$ cat src/rtl/irq_sel_pkg.sv
package irq_sel_pkg;

  typedef enum logic [1:0] {
    LVL_USER  = 2'd0,
    LVL_SUPER = 2'd1,
    LVL_MACH  = 2'd3
  } lvl_e;

  // Machine-level gate: open below machine, or at machine with its enable set.
  function automatic logic mach_gate(input logic [1:0] lvl, input logic m_ie);
    return (lvl != LVL_MACH) || m_ie;
  endfunction

  // Supervisor-level gate: open at user, or at supervisor with its enable set.
  function automatic logic super_gate(input logic [1:0] lvl, input logic s_ie);
    return (lvl == LVL_USER) || ((lvl == LVL_SUPER) && s_ie);
  endfunction

endpackage

$ cat src/rtl/irq_gate.sv
module irq_gate
  import irq_sel_pkg::*;
(
  input  logic [1:0] priv_i,
  input  logic       mie_i,
  input  logic       sie_i,
  output logic       m_open_o,
  output logic       s_open_o
);
  always_comb begin
    m_open_o = mach_gate(priv_i, mie_i);
    s_open_o = super_gate(priv_i, sie_i);
  end
endmodule

$ cat src/rtl/irq_mask.sv
module irq_mask #(
  parameter int          W       = 16,
  parameter bit          VS_EXCL = 1'b1,
  parameter logic [W-1:0] VS_MASK = W'(16'h0444)
) (
  input  logic [W-1:0] pend_i,
  input  logic [W-1:0] en_i,
  input  logic [W-1:0] deleg_i,
  input  logic         m_open_i,
  input  logic         s_open_i,
  output logic [W-1:0] hit_o,
  output logic [W-1:0] vs_align_o
);
  logic [W-1:0] cand;
  logic [W-1:0] normal;
  logic [W-1:0] vs_raw;

  assign cand   = pend_i & en_i;
  assign vs_raw = cand & VS_MASK;

  generate
    if (VS_EXCL) begin : g_excl
      assign normal = cand & ~VS_MASK;
    end else begin : g_keep
      assign normal = cand;
    end
  endgenerate

  for (genvar i = 0; i < W; i++) begin : g_bit
    assign hit_o[i] = normal[i] & (deleg_i[i] ? s_open_i : m_open_i);
  end

  assign vs_align_o = vs_raw >> 1;
endmodule

$ cat src/rtl/irq_pick.sv
module irq_pick #(
  parameter int W  = 16,
  parameter int IW = $clog2(W)
) (
  input  logic [W-1:0]  vec_i,
  output logic          any_o,
  output logic [IW-1:0] idx_o
);
  always_comb begin
    idx_o = '0;
    for (int i = W - 1; i >= 0; i--) begin
      if (vec_i[i]) idx_o = IW'(i);
    end
  end
  assign any_o = |vec_i;
endmodule

$ cat src/rtl/irq_sel.sv
module irq_sel #(
  parameter int           W       = 16,
  parameter bit           VS_EXCL = 1'b1,
  parameter logic [W-1:0] VS_MASK = W'(16'h0444),
  localparam int          IW      = $clog2(W)
) (
  input  logic          clk_i,
  input  logic          rst_i,
  input  logic [W-1:0]  pend_i,
  input  logic [W-1:0]  en_i,
  input  logic [W-1:0]  deleg_i,
  input  logic [1:0]    priv_i,
  input  logic          mie_i,
  input  logic          sie_i,
  output logic          valid_o,
  output logic [IW-1:0] idx_o,
  output logic [W-1:0]  vs_align_o
);
  logic          m_open;
  logic          s_open;
  logic [W-1:0]  hit_vec;
  logic [W-1:0]  vs_next;
  logic          any_hit;
  logic [IW-1:0] pick_idx;

  irq_gate u_gate (
    .priv_i   (priv_i),
    .mie_i    (mie_i),
    .sie_i    (sie_i),
    .m_open_o (m_open),
    .s_open_o (s_open)
  );

  irq_mask #(.W(W), .VS_EXCL(VS_EXCL), .VS_MASK(VS_MASK)) u_mask (
    .pend_i     (pend_i),
    .en_i       (en_i),
    .deleg_i    (deleg_i),
    .m_open_i   (m_open),
    .s_open_i   (s_open),
    .hit_o      (hit_vec),
    .vs_align_o (vs_next)
  );

  irq_pick #(.W(W), .IW(IW)) u_pick (
    .vec_i (hit_vec),
    .any_o (any_hit),
    .idx_o (pick_idx)
  );

  always_ff @(posedge clk_i) begin
    if (rst_i) begin
      valid_o    <= 1'b0;
      idx_o      <= '0;
      vs_align_o <= '0;
    end else begin
      valid_o    <= any_hit;
      idx_o      <= pick_idx;
      vs_align_o <= vs_next;
    end
  end
endmodule

$ cat config.mk
export PLATFORM = sky130hd
export DESIGN_NAME = irq_sel
export DESIGN_NICKNAME = d
export VERILOG_FILES = /design/src/rtl/irq_sel_pkg.sv /design/src/rtl/irq_gate.sv /design/src/rtl/irq_mask.sv /design/src/rtl/irq_pick.sv /design/src/rtl/irq_sel.sv
export SDC_FILE = /design/constraint.sdc
export NUM_CORES = 1
export LEC_CHECK = 0
export BUFFER_PORTS_ARGS = -buffer_cell sky130_fd_sc_hd__buf_2
export CAP_MARGIN = 20
export CORE_MARGIN = 2
export CORE_UTILIZATION = 47
export CTS_CLUSTER_DIAMETER = 100
export DETAILED_ROUTE_END_ITERATION = 8
export HOLD_SLACK_MARGIN = 0.15
export PLACE_DENSITY = 0.93
export SLEW_MARGIN = 15
export SYNTH_ARGS = -nofsm -noshare
export SYNTH_HDL_FRONTEND = slang
export SYNTH_HIERARCHICAL = 1
export SYNTH_SLANG_ARGS = --single-unit
$ cat constraint.sdc
create_clock -name clk_i -period 2.85 [get_ports clk_i]
set_clock_uncertainty 0.05 [all_clocks]
set_input_delay 0.285 -clock clk_i [delete_from_list [all_inputs] [get_ports clk_i]]
set_output_delay 0.285 -clock clk_i [all_outputs]
set_load 0.01 [all_outputs]
==> flow_summary.toml <==
[cts]
cts_hold_buffers = 0
clk_path_buf_depth = 2
clkSlewWorstSetupHoldPaths_ps = 100
post-cts-setup-buffers = 0
htreeDepth = 1
cts_resized = 0
cts_root_buf = "clkbuf_4"
tritoncts = "built"
cts-buffers-inserted = 3
clock-sinks = 21

[timing]
slew_headroom_pct = 62.84
hold_viol_final = 0
setup-tns-final_ps = 0
finalWorstSetupSlack_ps = 957.2
timing.final.crit_share_pct = 66.41
setup_viol = 0
hold_slack_ps = 239.4
fin_crit_ps = 1893
maxSlewViolCount = 0
rsz0062_at_grt = "false"
fmax_mhz = 528.3
tightest_slew_ps = 557.5

[logic_synthesis]
synth-warning-count = 6
synthesis.area_um2 = 1214
ys_ff_latch = 21
avgSynthCellArea_um2 = 8.547
synth_largest_area_cell = "dfxtp_1"
synthTopCellsByArea = "dfxtp_1, nor2b_2, mux2i_1"
synth_edf_count = 0
syn_inst = 142
synth_cell_type_count = 27
synth_top_cell_area_share_pct = 34.64
async_reset_ff_share_pct = 0
synthFlopType = "dfxtp_1"
ys_seq_area_share_pct = 34.64

[cells_and_area]
antenna_cells = 0
drive_gt1_share_pct = 45.75
final_util_pct = 62.08
area_delta_synth_final_pct = 25.57
stdcell_count = 242
num-nets-final = 267

[floorplanning]
die_w_um = 54.82
pin_count = 75
core_area_um2 = 2455
rows = 18
die_area_um2 = 3005
die_h_um = 54.82
initial_core_util_pct = 49.44

[grt]
grt_max_degree = 22
antenna_found_initial = 0
overflow = 0
grt_pass1_vias = 914
grtUsageTotal_pct = 15.74
grt_pass1_wl_um = 3422

[route]
detail_route.vias_per_cell = 4.413
routedWlPerCell_um = 9.157
vias = 1068
post-route-drc-count = 0
dr.first_iter.drc_count = 12
drt_wl_total_um = 2216
drtPass1Iterations = 5
ant_nets = 0

[setup_path]
critPathLaunchType = "primary input"
path_class = "in -> reg"
crit_fanout = 13
arrival_ps = 2020
crit_required_ps = 2980
cp-end-kind = "flop"

[power]
power.leakage_uw = 0.0008150
ir_drop_mv = 0.3664
powerDensity_nw_per_um2 = 387.9

[worst_hold_path]
hp-class = "in -> reg"
hold_depth = 3

[place]
dp.cells = 238
io_buffers = 71
routabilityCongestion = 0.8081
dp_slack_ps = 651.1
dp_hpwl_um = 1809

[flow_run]
maxCapViolations = 0

[run_status]
status = "completed"
where the power goes:
part	total, uW	switching (uW)	internal (uW)
logic	145	70.8	74.0
registers	313	3.32	309
clock network	134	79.2	54.5
total	591	153	438
cell type report:
cell class,count,area [um2]
Fill cell,245,930.9
Timing Repair Buffer,71,355.3
Clock buffer,4,26.28
Sequential cell,21,420.4
Tap cell,30,37.54
Multi-Input combinational cell,112,669.4
Inverter,4,15.01
sequential cells by signal, indices dropped and copies added (netlist names):
register    cells
idx_o           4
valid_o         1
vs_align_o     16
cells by family (layout without fill, tap and decap cells):
kind of cell | after synthesis | after routing | share of synthesized area, %
AOI/OAI and AO/OA | 11 | 11 | 5.773
buffers and inverters | 24 | 79 | 14.85
DFF | 21 | 21 | 34.64
muxes | 13 | 13 | 10.72
other | 1 | 16 | 0.3090
and+or+nand+nor | 72 | 72 | 33.71
stage by stage:
step	cell area [um2]	power (uW)
final	1524	591.2
after global routing	1524	630.9
after detailed placement	1498	463.6
after floorplan	1270	425.3
after global placement	1498	460.0
after CTS	1524	599.9
worst paths after layout:
path / from / to / slack [ps]
setup / recovery: mie_i / valid_o / 960
hold / removal: en_i[2] / vs_align_o[1] / 240
worst max-delay path, cell delays in order:
cell and delay [ps]:
buf_2 90, nand3b_1 400, mux2i_1 260, nor2_1 100
nor4_2 300, nand3_1 130, or3_1 310, nor2b_2 150
synth_stat cells, types with 2 or more instances:
library cell / instances
nand2_1: 18
mux2i_1: 13
nor2_1: 20
buf_6: 4
a21oi_1: 3
nand3_1: 2
o21ai_0: 2
inv_1: 4
dfxtp_1: 21
and2_1: 3
a31oi_1: 2
buf_4: 16
nor2b_2: 20
layout by cell type, fill, tap and decap left out:
| cell type | n |
|---|---|
| mux2i_1 | 13 |
| clkbuf_4 | 3 |
| nand3_1 | 2 |
| o311a_1 | 1 |
| nor2_2 | 1 |
| nor2b_1 | 1 |
| nand2b_1 | 1 |
| buf_2 | 71 |
| nand3b_1 | 1 |
| a21oi_2 | 1 |
| o22ai_1 | 1 |
| nor4_1 | 1 |
| conb_1 | 16 |
| o21ai_0 | 2 |
| nor2b_2 | 20 |
| and2_1 | 3 |
| and3_1 | 1 |
| a31oi_1 | 2 |
| o31ai_1 | 1 |
| nor4_2 | 1 |
| a21oi_1 | 3 |
| dfxtp_1 | 21 |
| clkbuf_1 | 1 |
| nand2_1 | 18 |
| nor3_1 | 1 |
| nor2_1 | 20 |
| inv_1 | 4 |
| or3_1 | 1 |
layer usage:
| metal | part of all wire (%) | wire length, um | track usage (%) |
|---|---|---|---|
| met5 | 0 | 0 | 0 |
| met4 | 0.68 | 15 | 2.500 |
| met3 | 7.4 | 164 | 4.918 |
| met2 | 54 | 1189 | 31.55 |
| met1 | 38 | 847 | 15.61 |
Power figures use the tool's default switching activity.
